File: src/rtl/nanprop_pkg.sv
package nanprop_pkg;

  // Operand class as seen by the selection rules
  typedef enum logic [1:0] {
    NC_NUM    = 2'd0,
    NC_QUIET  = 2'd1,
    NC_SIGNAL = 2'd2
  } nan_cls_e;

  // Propagation rule selected by the policy input
  typedef enum logic [1:0] {
    POL_SIG_FIRST = 2'd0,
    POL_ORDER     = 2'd1,
    POL_SELECT    = 2'd2,
    POL_MAG       = 2'd3
  } pick_pol_e;

  function automatic logic cls_is_nan(input nan_cls_e c);
    return (c == NC_QUIET) || (c == NC_SIGNAL);
  endfunction

endpackage

File: src/rtl/nanprop_classify.sv
module nanprop_classify
  import nanprop_pkg::*;
#(
  parameter int EXP_W  = 8,
  parameter int FRAC_W = 23
) (
  input  logic [EXP_W+FRAC_W:0] op,
  input  logic                  inv_pol,
  output nan_cls_e              cls
);
  localparam int WORD_W = 1 + EXP_W + FRAC_W;

  logic [EXP_W-1:0]  exp_f;
  logic [FRAC_W-1:0] frac_f;
  logic exp_ones, frac_nz, top_bit, is_nan, is_quiet;

  assign exp_f    = op[WORD_W-2 -: EXP_W];
  assign frac_f   = op[FRAC_W-1:0];
  assign exp_ones = &exp_f;
  assign frac_nz  = |frac_f;
  assign top_bit  = frac_f[FRAC_W-1];
  assign is_nan   = exp_ones & frac_nz;
  assign is_quiet = inv_pol ? ~top_bit : top_bit;

  always_comb begin
    if (!is_nan)       cls = NC_NUM;
    else if (is_quiet) cls = NC_QUIET;
    else               cls = NC_SIGNAL;
  end

  // A signaling class under inverted polarity needs the top bit set
  always_comb begin
    if (cls == NC_SIGNAL && inv_pol)
      assert_inv_signal_top_R1: assert (op[FRAC_W-1] == 1'b1);
    if (cls != NC_NUM)
      assert_nan_field_R1: assert (&op[WORD_W-2 -: EXP_W]);
  end

endmodule

File: src/rtl/nanprop_mag_cmp.sv
module nanprop_mag_cmp #(
  parameter int WORD_W = 32
) (
  input  logic [WORD_W-1:0] op_a,
  input  logic [WORD_W-1:0] op_b,
  output logic              a_larger
);
  localparam int KEY_W = WORD_W - 1;

  // Magnitude key: the word with the sign bit shifted out
  function automatic logic [KEY_W-1:0] mag_key(input logic [WORD_W-1:0] v);
    return v[KEY_W-1:0];
  endfunction

  logic [KEY_W-1:0] key_a, key_b;
  logic key_gt, key_lt, sign_tie_a;

  assign key_a      = mag_key(op_a);
  assign key_b      = mag_key(op_b);
  assign key_gt     = key_a > key_b;
  assign key_lt     = key_a < key_b;
  assign sign_tie_a = ~op_a[WORD_W-1] & op_b[WORD_W-1];
  assign a_larger   = key_gt | (~key_lt & sign_tie_a);

  always_comb begin
    if (op_a == op_b)
      assert_identical_prefers_b_R8: assert (!a_larger);
  end

endmodule

File: src/rtl/nanprop_pick.sv
module nanprop_pick
  import nanprop_pkg::*;
(
  input  nan_cls_e    a_cls,
  input  nan_cls_e    b_cls,
  input  logic [1:0]  policy,
  input  logic        use_first,
  input  logic        a_larger,
  output logic        pick_b
);
  pick_pol_e pol;
  logic a_nan, b_nan, a_sig, b_sig;
  logic pick_sigfirst, pick_order, pick_select, pick_mag;
  nan_cls_e chosen_cls;

  assign pol   = pick_pol_e'(policy);
  assign a_nan = cls_is_nan(a_cls);
  assign b_nan = cls_is_nan(b_cls);
  assign a_sig = (a_cls == NC_SIGNAL);
  assign b_sig = (b_cls == NC_SIGNAL);

  // Each rule returns 1 to take operand b
  assign pick_sigfirst = a_sig ? 1'b0 : b_sig ? 1'b1 : a_nan ? 1'b0 : 1'b1;
  assign pick_order    = ~a_nan;
  assign pick_select   = use_first ? ~a_nan : b_nan;

  always_comb begin
    if (!a_nan)                pick_mag = 1'b1;
    else if (!b_nan)           pick_mag = 1'b0;
    else if (a_cls != b_cls)   pick_mag = (b_cls == NC_QUIET);
    else                       pick_mag = ~a_larger;
  end

  always_comb begin
    unique case (pol)
      POL_SIG_FIRST: pick_b = pick_sigfirst;
      POL_ORDER:     pick_b = pick_order;
      POL_SELECT:    pick_b = pick_select;
      default:       pick_b = pick_mag;
    endcase
  end

  assign chosen_cls = pick_b ? b_cls : a_cls;

  always_comb begin
    if (a_nan || b_nan) begin
      assert_chosen_is_nan_R7: assert (chosen_cls != NC_NUM);
      if (pol == POL_SIG_FIRST && (a_sig || b_sig))
        assert_sigfirst_takes_signal_R3: assert (chosen_cls == NC_SIGNAL);
      if (pol == POL_ORDER && a_nan)
        assert_order_takes_a_R4: assert (!pick_b);
      if (pol == POL_MAG && (a_sig != b_sig) && a_nan && b_nan)
        assert_mag_quiet_wins_R7: assert (chosen_cls == NC_QUIET);
    end
  end

endmodule

File: src/rtl/nanprop_quieten.sv
module nanprop_quieten
  import nanprop_pkg::*;
#(
  parameter int EXP_W  = 8,
  parameter int FRAC_W = 23
) (
  input  logic [EXP_W+FRAC_W:0] chosen,
  input  nan_cls_e              chosen_cls,
  input  logic                  inv_pol,
  input  logic                  dflt_mode,
  output logic [EXP_W+FRAC_W:0] result
);
  localparam int WORD_W = 1 + EXP_W + FRAC_W;

  // Default NaN: positive, exponent all ones, fraction per polarity
  function automatic logic [WORD_W-1:0] dflt_nan(input logic inv);
    logic [WORD_W-1:0] v;
    v = '0;
    v[WORD_W-2 -: EXP_W] = '1;
    if (inv) v[FRAC_W-2:0] = '1;
    else     v[FRAC_W-1]   = 1'b1;
    return v;
  endfunction

  function automatic logic [WORD_W-1:0] set_quiet(input logic [WORD_W-1:0] v);
    logic [WORD_W-1:0] r;
    r = v;
    r[FRAC_W-1] = 1'b1;
    return r;
  endfunction

  logic need_silence;
  assign need_silence = (chosen_cls == NC_SIGNAL);

  always_comb begin
    if (dflt_mode)         result = dflt_nan(inv_pol);
    else if (!need_silence) result = chosen;
    else if (inv_pol)      result = dflt_nan(1'b1);
    else                   result = set_quiet(chosen);
  end

  always_comb begin
    if (chosen_cls != NC_NUM) begin
      assert_result_nan_exp_R9: assert (&result[WORD_W-2 -: EXP_W]);
      assert_result_nan_frac_R10: assert (|result[FRAC_W-1:0]);
      if (!inv_pol)
        assert_std_result_quiet_R9: assert (result[FRAC_W-1]);
      else
        assert_inv_result_quiet_R10: assert (!result[FRAC_W-1]);
    end
  end

endmodule

File: src/rtl/nanprop_sel.sv
module nanprop_sel
  import nanprop_pkg::*;
#(
  parameter int EXP_W  = 8,
  parameter int FRAC_W = 23
) (
  input  logic [31:0] op_a,
  input  logic [31:0] op_b,
  input  logic        inv_pol,
  input  logic        dflt_mode,
  input  logic [1:0]  policy,
  input  logic        use_first,
  output logic [31:0] result,
  output logic        invalid
);
  localparam int WORD_W = 1 + EXP_W + FRAC_W;

  nan_cls_e a_cls, b_cls, chosen_cls;
  logic a_larger, pick_b;
  logic [WORD_W-1:0] chosen;

  nanprop_classify #(.EXP_W(EXP_W), .FRAC_W(FRAC_W)) u_cls_a (
    .op(op_a), .inv_pol(inv_pol), .cls(a_cls)
  );

  nanprop_classify #(.EXP_W(EXP_W), .FRAC_W(FRAC_W)) u_cls_b (
    .op(op_b), .inv_pol(inv_pol), .cls(b_cls)
  );

  nanprop_mag_cmp #(.WORD_W(WORD_W)) u_mag (
    .op_a(op_a), .op_b(op_b), .a_larger(a_larger)
  );

  nanprop_pick u_pick (
    .a_cls(a_cls), .b_cls(b_cls), .policy(policy), .use_first(use_first),
    .a_larger(a_larger), .pick_b(pick_b)
  );

  assign chosen     = pick_b ? op_b : op_a;
  assign chosen_cls = pick_b ? b_cls : a_cls;

  nanprop_quieten #(.EXP_W(EXP_W), .FRAC_W(FRAC_W)) u_quiet (
    .chosen(chosen), .chosen_cls(chosen_cls), .inv_pol(inv_pol),
    .dflt_mode(dflt_mode), .result(result)
  );

  assign invalid = (a_cls == NC_SIGNAL) || (b_cls == NC_SIGNAL);

  always_comb begin
    if (cls_is_nan(a_cls) || cls_is_nan(b_cls)) begin
      if (!dflt_mode && !invalid)
        assert_quiet_passthrough_R10: assert (result == op_a || result == op_b);
      if (!dflt_mode && !inv_pol)
        assert_std_keeps_low_bits_R9: assert (result[FRAC_W-2:0] == op_a[FRAC_W-2:0]
                                              || result[FRAC_W-2:0] == op_b[FRAC_W-2:0]);
      if (dflt_mode)
        assert_dflt_sign_clear_R2: assert (!result[WORD_W-1]);
    end
  end

endmodule

File: config.mk
export PLATFORM = sky130hd
export DESIGN_NAME = nanprop_sel
export DESIGN_NICKNAME = d
export VERILOG_FILES = /design/src/rtl/nanprop_pkg.sv /design/src/rtl/nanprop_classify.sv /design/src/rtl/nanprop_mag_cmp.sv /design/src/rtl/nanprop_pick.sv /design/src/rtl/nanprop_quieten.sv /design/src/rtl/nanprop_sel.sv
export SDC_FILE = /design/constraint.sdc
export NUM_CORES = 1
export LEC_CHECK = 0
export ABC_AREA = 1
export BUFFER_PORTS_ARGS = -buffer_cell sky130_fd_sc_hd__buf_2
export CAP_MARGIN = 20
export CORE_MARGIN = 2
export CORE_UTILIZATION = 50
export DETAILED_ROUTE_END_ITERATION = 10
export GPL_ROUTABILITY_DRIVEN = 1
export PLACE_DENSITY_LB_ADDON = 0.05
export REMOVE_ABC_BUFFERS = 1
export SLEW_MARGIN = 0
export SYNTH_ARGS = -nofsm -noshare
export SYNTH_HDL_FRONTEND = slang
export SYNTH_HIERARCHICAL = 1
export SYNTH_SLANG_ARGS = --single-unit
File: constraint.sdc
create_clock -name vclk -period 4
set_clock_uncertainty 0.05 [all_clocks]
set_input_delay 0.8 -clock vclk [all_inputs]
set_output_delay 0.8 -clock vclk [all_outputs]
set_load 0.005 [all_outputs]
# --- Word-level counts from Yosys, hierarchy flattened ---
# Index checks and enable logic that the tools add are counted.
word_totals:
  register_bits: 0
  inputBits: 69
  out_inout_bits: 33
classes:
  n_lt_le_gt_ge: 2
  n_eq_ne: 8
  mux: 21
  n_bitwise: 11
  n_reduce_logical: 8
op_table:
  columns: ["op", "count"]
  rows:
  - ["32-bit two-way mux", 4]
  - ["23-bit OR reduction", 2]
  - ["31-bit greater-than comparator", 1]
  - ["31-bit less-than comparator", 1]
  - ["22-bit two-way mux", 1]
  - ["8-bit AND reduction", 2]
  - ["1-bit two-way mux", 10]
  - ["2-bit two-way mux", 5]
  - ["2-bit equality test (second input constant)", 4]
  - ["2-bit by 1-bit equality test with 1-bit output (second input constant)", 3]
  - ["1-bit inverter", 6]
  - ["1-bit bitwise AND", 4]
  - ["1-bit logical OR", 3]
  - ["1-bit case mux with 3 select lines", 1]
  - ["2-bit logical NOT", 1]
  - ["2-bit != test", 1]
  - ["1-bit bitwise OR", 1]

# --- Longest topological paths before layout ---
# Gate-level depths: netlist of the first run.
logic_depth:
  depth_word: 14
  ltp_mapped: 25

# --- Hierarchy ---
# The synthesis of the first run kept the hierarchy.
by_module_without_submodules:
  columns: ["module", "instances", "cells_each", "area_per_inst_um2"]
  rows:
  - ["nanprop_mag_cmp", 1, 153, 902.1]
  - ["nanprop_sel", 1, 115, 513.0]
  - ["nanprop_quieten", 1, 68, 336.6]
  - ["nanprop_classify", 2, 30, 126.4]
  - ["nanprop_pick", 1, 33, 167.7]

# --- Worst setup path after synthesis of the first run ---
# Ideal clock, no wire load.
synth_path:
  path_kind: "input -> output"
  startpoint: "input op_a[23]"
  endpoint: "output result[10]"
  arrival_ns: 2.854
  required_time_ns: 3.150
  setup_slack_ns: 0.296
  path_stages: 21
  path_buffers: 3
  path_cell_list: "nand4_1 nor2_1 nand2_1 nor2_1 inv_2 ha_1 o21ai_0 nand2_1 a21oi_1 a21oi_2 buf_6 inv_8 buf_6 nand2_1 nand2_1 inv_1 nand2_2 nand2_2 nand2_4 buf_6 nand2_1"
synth_between:
  elab_chain_cells: 13
synth_rtl:
  columns: ["element", "line_no", "source"]
  rows:
  - ["start, declared", "nanprop_sel.sv:7", "input logic [31:0] op_a,"]
  - ["8-bit AND reduction *", "nanprop_classify.sv:19", "assign exp_ones = &exp_f;"]
  - ["1-bit bitwise AND *", "nanprop_classify.sv:22", "assign is_nan = exp_ones & frac_nz;"]
  - ["2-bit two-way mux *", "nanprop_classify.sv:26", "if (!is_nan) cls = NC_NUM;"]
  - ["via a_cls[0]", "nanprop_sel.sv:18", "nan_cls_e a_cls, b_cls, chosen_cls;"]
  - ["2-bit by 1-bit equality test with 1-bit output / 2-bit equality test (equally long branches)", null, null]
  - ["1-bit logical OR", "nanprop_pkg.sv:19", "return (c == NC_QUIET) || (c == NC_SIGNAL);"]
  - ["1-bit two-way mux (3 in series)", "nanprop_pick.sv:23", "assign pick_sigfirst = a_sig ? 1'b0 : b_sig ? 1'b1 : a_nan ? 1'b0 : 1'b1;"]
  - ["1-bit case mux with 3 select lines *", "nanprop_pick.sv:35", "unique case (pol)"]
  - ["via pick_b", "nanprop_sel.sv:19", "logic a_larger, pick_b;"]
  - ["2-bit two-way mux *", "nanprop_sel.sv:40", "assign chosen_cls = pick_b ? b_cls : a_cls;"]
  - ["via chosen_cls[0]", "nanprop_sel.sv:18", null]
  - ["2-bit equality test *", "nanprop_quieten.sv:33", "assign need_silence = (chosen_cls == NC_SIGNAL);"]
  - ["32-bit two-way mux *", "nanprop_quieten.sv:37", "else if (!need_silence) result = chosen;"]
  - ["32-bit two-way mux *", "nanprop_quieten.sv:36", "if (dflt_mode) result = dflt_nan(inv_pol);"]
  - ["end, declared", "nanprop_sel.sv:13", "output logic [31:0] result,"]
# The timed path passes the listed nets; every way through them passes the cells marked *.

# --- Worst setup path in the final report of the first run ---
layout_path:
  startpoint: "input op_b[22]"
  endpoint: "output result[4]"
layout_between:
  elab_chain_cells: 13
layout_rtl:
  columns: ["element", "line_no", "source"]
  rows:
  - ["start, declared", "nanprop_sel.sv:8", "input logic [31:0] op_b,"]
  - ["parallel branches: the longest is 3 deep, another holds 23-bit OR reduction", null, null]
  - ["2-bit two-way mux *", "nanprop_classify.sv:26", null]
  - ["via b_cls[1]", "nanprop_sel.sv:18", null]
  - ["2-bit by 1-bit equality test with 1-bit output (tied with other cells)", "nanprop_pkg.sv:19, nanprop_pick.sv:30", null]
  - ["1-bit two-way mux / 1-bit logical OR (equally long branches)", "nanprop_pick.sv:30, nanprop_pkg.sv:19", null]
  - ["1-bit two-way mux", "nanprop_pick.sv:29", "else if (!b_nan) pick_mag = 1'b0;"]
  - ["1-bit two-way mux", "nanprop_pick.sv:28", "if (!a_nan) pick_mag = 1'b1;"]
  - ["1-bit case mux with 3 select lines *", "nanprop_pick.sv:35", null]
  - ["via pick_b", "nanprop_sel.sv:19", null]
  - ["2-bit two-way mux *", "nanprop_sel.sv:40", null]
  - ["via chosen_cls[0]", "nanprop_sel.sv:18", null]
  - ["2-bit equality test *", "nanprop_quieten.sv:33", null]
  - ["32-bit two-way mux *", "nanprop_quieten.sv:37", null]
  - ["32-bit two-way mux *", "nanprop_quieten.sv:36", null]
# Mark *: on every way through the listed nets, which the timed path passes.

==> results of run 1 <==
area by class of cell:
class              instances  area share [%]
multi-input cells        351            64.2
repair buffers           119            26.1
inverters                 66            7.85
well taps                 50            1.89
layer usage:
layer | vias up | global-route usage [%] | wire length, um
met1 | 1314 | 32.6 | 2920
met3 | 13 | 1.01 | 506
met4 | 0 | 0.214 | 128
met2 | 121 | 43.8 | 3500
met5 | - | 0 | 0
li1 | 1516 | - | -
cell usage after synthesis (2+ instances only):
cell / n / area (um^2)
buf_4: 2 / 15.0
o21ai_0: 2 / 10.0
nor2_1: 42 / 158
nand2_1: 204 / 766
inv_2: 7 / 26.3
a21o_1: 2 / 15.0
a21oi_1: 13 / 65.1
nand4_1: 6 / 37.5
nand2_2: 18 / 113
inv_1: 58 / 218
buf_2: 3 / 15.0
nand3_1: 7 / 35.0
nor2_2: 5 / 31.3
nand3_2: 2 / 20.0
and3_1: 2 / 12.5
buf_6: 6 / 67.6
ha_1: 34 / 425
nand3b_1: 9 / 67.6
xnor2_1: 2 / 17.5
cells by family after synthesis:
logic type,share of synthesized area [%]
compound gates,4.55
fa+ha+maj,19.6
simple gates,58.1
xor+xnor,0.807
buf+inv,16.9
worst max-delay path by stage:
stage | from | to | slack (ps) | depth (start not counted)
floorplan | op_b[14] | result[22] | -390 | 20
global placement | op_a[9] | result[21] | -9 | 23
detailed placement | op_a[9] | result[18] | -100 | 23
CTS | op_a[9] | result[12] | -10 | 23
global route | op_a[6] | result[4] | -210 | 22
finish | op_b[22] | result[4] | -50 | 21
timing repair:
item	in CTS	in global routing
buffers inserted	0	1
pin swaps	0	57
setup endpoints to repair	29	32
gates resized for setup	2	126
hold endpoints to repair	0	0
gates cloned	0	1
power breakdown:
group	total [W]	switching, W	internal [W]
logic	0.000326	0.000174	0.000152
clock network	0	0	0
registers	0	0	0
stage by stage:
| step | utilization, % | cell area, um^2 | power, W | hold WS [ps] | worst slack (ps) |
|---|---|---|---|---|---|
| detailed placement | 68.6 | 2800 | 0.000268 | 1930 | -102 |
| finish | 81.1 | 3320 | 0.000326 | 1910 | -52.0 |
| CTS | 68.7 | 2810 | 0.000270 | 1930 | -12.2 |
| global route | 81.1 | 3320 | 0.000364 | 1960 | -206 |
| floorplan | - | 2060 | 0.000146 | 1720 | -390 |
| global placement | 68.6 | 2800 | 0.000262 | 1920 | -9.24 |
layout by cell type, fill, tap and decap left out, drive strengths merged:
master | Yosys | routed
a21o | 2 | 2
xnor2 | 2 | 2
and3 | 2 | 2
nand3 | 9 | 9
nand3b | 9 | 9
nor2 | 48 | 48
o21ai | 2 | 2
inv | 66 | 66
ha | 34 | 34
nand2 | 223 | 223
a21oi | 14 | 14
clkbuf | 0 | 1
nand4 | 6 | 6
buf | 12 | 118
==> impl_metrics.tcl, run 1 <==
set metrics [dict create \
    crit_required_ps 3150 \
    viasPerCell 5.06 \
    num_vias 2964 \
    cts_hold_buf 0 \
    grt_usage_pct 23.8 \
    finalHoldViolCount 0 \
    final_nets 641 \
    io-pin-count 102 \
    min_path_cells 6 \
    crit_type "in2out" \
    cap_viol_max_count 0 \
    gp_congestion 0.847 \
    syn_avg_cell_area_um2 5.06 \
    first_global_vias 2473 \
    status "complete, but fails checks" \
    n_clock_buffer 0 \
    worst_pin_slew_ps 600 \
    core_region_area_um2 4090 \
    critical_path.cell_chain "buf_2, buf_4, xnor2_2, inv_1, nor2_4, buf_6, nand2_1, nand2_2, nand2_2, nand2_2, nand3_2, a21oi_4, nand2_1, nand2_1, inv_2, nand2_2, nand2_2, nand2_4, clkbuf_16, nand2_1, buf_2" \
    io_buffer_count 102 \
    p_per_area_nw_per_um2 98.4 \
    antennaDiodeCount 0 \
    firstDrtPassIters 4 \
    synth_seq_area_share_pct 0 \
    dp.cells 584 \
    final_cell_count_no_fill 586 \
    ant_nets 0 \
    wire_per_inst_um 12.0 \
    fin_crit_sh_pct 101 \
    die_w_um 69.9 \
    synth_cells 429 \
    nFillCells 294 \
    worstHoldStart "op_a[8]" \
    crit_buf_inv 7 \
    rsz0062_at_grt "true" \
    critical_path.top_delay_family "simple AND/OR/NAND/NOR gates" \
    drive_above_1_share_pct 41.4 \
    dieArea_um2 4890 \
    min_path_type "in2out" \
    row_count 23 \
    period_minus_slack_ps 4050 \
    timing.fmax_ghz 0.247 \
    slowest_delay_ps 280 \
    ys_warn_count 6 \
    area_growth_pct 52.6 \
    drtIter0Drc 89 \
    tns_ps -336 \
    leakage_nw 1.94 \
    arrival_ps 3200 \
    antenna_found_initial 0 \
    numSequentialCells 0 \
    slew_headroom_pct 59.9 \
    ys_types 24 \
    holdPathEnd "result[8]" \
    finalWirelength_um 7050 \
    start_util_pct 53.2 \
    cpMostUsedCell "nand2_2" \
    syn_area_um2 2170 \
    hpwl_um 5030 \
    setup_viol 20 \
    drc 0 \
    slew_viol_final 0 \
    worstSetupEndpointType "output pin" \
    gr-total-overflow 0 \
    grt_max_degree 34 \
    setup_slack_ps -52.0 \
    failed_checks "setup timing" \
    grt_pass1_wl_um 10200 \
    multiInputGateArea_um2 2130 \
    cp_slowest_cell "a21oi_4" \
    cp-start-kind "primary input" \
    die_h_um 69.9 \
    ff_latch_area_um2 0 \
    cp_max_fo 6 \
    max-vdd-ir-drop_mv 0.0620 \
]
Note: power is estimated with default switching activity, not from simulation.
==> inputs of run 2 (changes only) <==
--- a/config.mk
+++ b/config.mk
@@ -8,10 +8,13 @@
 export ABC_AREA = 1
 export BUFFER_PORTS_ARGS = -buffer_cell sky130_fd_sc_hd__buf_2
 export CAP_MARGIN = 20
+export CELL_PAD_IN_SITES_DETAIL_PLACEMENT = 1
+export CELL_PAD_IN_SITES_GLOBAL_PLACEMENT = 2
 export CORE_MARGIN = 2
-export CORE_UTILIZATION = 50
+export CORE_UTILIZATION = 22
 export DETAILED_ROUTE_END_ITERATION = 10
 export GPL_ROUTABILITY_DRIVEN = 1
+export MAX_ROUTING_LAYER = met4
 export PLACE_DENSITY_LB_ADDON = 0.05
 export REMOVE_ABC_BUFFERS = 1
 export SLEW_MARGIN = 0
==> impl_metrics.tcl, run 2 (same netlist as run 1, synthesis figures left out) <==
set metrics [dict create \
    slew_viol_final 0 \
    rsz0062_at_grt "true" \
    io_buffer_count 102 \
    cpMostUsedCell "nand2_2" \
    firstDrtPassIters 4 \
    hpwl_um 7140 \
    gp_congestion 0.777 \
    timing.fmax_ghz 0.254 \
    cp-start-kind "primary input" \
    cp_slowest_cell "ha_4" \
    num_vias 2954 \
    ant_nets 0 \
    layout_common_cells "nand2_1 (161), buf_2 (59), nand2_2 (56)" \
    critical_path.cell_chain "buf_4, nor2_4, nand2_2, nor2_4, nand3_4, nand2_4, nor2_4, ha_4, inv_2, o21ai_1, a21oi_4, a21oi_4, nand2_1, nand2_1, inv_2, nand2_2, nand2_2, nand2_4, buf_12, nand2_2, buf_2" \
    crit_type "in2out" \
    drtIter0Drc 27 \
    min_path_type "in2out" \
    cap_viol_max_count 0 \
    finalWirelength_um 8820 \
    worst_pin_slew_ps 478 \
    fin_hold_ws_ps 1900 \
    status "completed" \
    tns_ps 0 \
    final_nets 648 \
    first_global_vias 2853 \
    area_growth_pct 79.4 \
    dieArea_um2 10700 \
    grt_pass1_wl_um 13500 \
    core_region_area_um2 9680 \
    finalHoldViolCount 0 \
    antennaDiodeCount 0 \
    crit_required_ps 3150 \
    period_minus_slack_ps 3940 \
    n_clock_buffer 0 \
    nFillCells 1296 \
    p_per_area_nw_per_um2 99.2 \
    drive_above_1_share_pct 51.0 \
    row_count 36 \
    numSequentialCells 0 \
    fin_crit_sh_pct 98.5 \
    mostFrequentLayoutCell "nand2_1" \
    start_util_pct 22.4 \
    die_w_um 103 \
    arrival_ps 3090 \
    grt_usage_pct 16.0 \
    wire_per_inst_um 13.0 \
    leakage_nw 2.01 \
    die_h_um 103 \
    max-vdd-ir-drop_mv 0.0335 \
    antenna_found_initial 0 \
    worstSetupEndpointType "output pin" \
    gr-total-overflow 0 \
    grt_max_degree 24 \
    power_w 0.000386 \
    slew_headroom_pct 68.1 \
    io-pin-count 102 \
    ff_latch_area_um2 0 \
    cp_max_fo 8 \
    setup_viol 0 \
    viasPerCell 4.37 \
    drc 0 \
    slowest_delay_ps 270 \
]
run 2: final cells by class:
cell class | count | area, um^2 | area share (%)
Multi-Input combinational cell | 351 | 2490 | 63.8
Timing Repair Buffer | 126 | 986 | 25.3
Inverter | 66 | 258 | 6.62
Tap cell | 133 | 166 | 4.27
run 2: power breakdown:
part / switching [W] / internal (W) / total [W] / leakage (nW)
Sequential: 0 / 0 / 0 / 0
Clock: 0 / 0 / 0 / 0
Combinational: 0.000203 / 0.000184 / 0.000386 / 2.01
Total: 0.000203 / 0.000184 / 0.000386 / 2.01
run 2: worst max-delay path: cells and delay by family:
family          cells  cell delay (ps)
simple gates       12             1020
fa+ha+maj           1              270
buf+inv             5              490
compound gates      3              470
run 2: worst paths after layout:
check	from	depth (start not counted)	slack, ps	to
worst max-delay path	op_a[15]	21	60	result[5]
worst min-delay path	op_a[28]	5	1900	result[28]
run 2: timing repair:
item,in CTS,in global routing
cloned,1,0
endpoints found under the setup margin,32,32
hold buffers,0,0
resized for setup,47,185
pin swaps,20,71
setup buffers,2,2
run 2: per-layer routing:
| metal | part of all wire (%) | GRT usage [%] |
|---|---|---|
| met2 | 51 | 29.2 |
| met5 | 0 | - |
| met3 | 2.9 | 0.134 |
| met4 | 0 | 0 |
| met1 | 47 | 21.3 |
run 2: through the flow:
stage | setup slack (ps) | util (%) | area (um^2) | cells
after global placement | -222 | 29.9 | 2900 | 671
final | 61.6 | 40.2 | 3900 | 676
after global routing | -108 | 40.2 | 3900 | 676
after CTS | -3.73 | 32.1 | 3110 | 674
after floorplan | -390 | - | 2060 | 417
after detailed placement | -224 | 29.9 | 2900 | 671
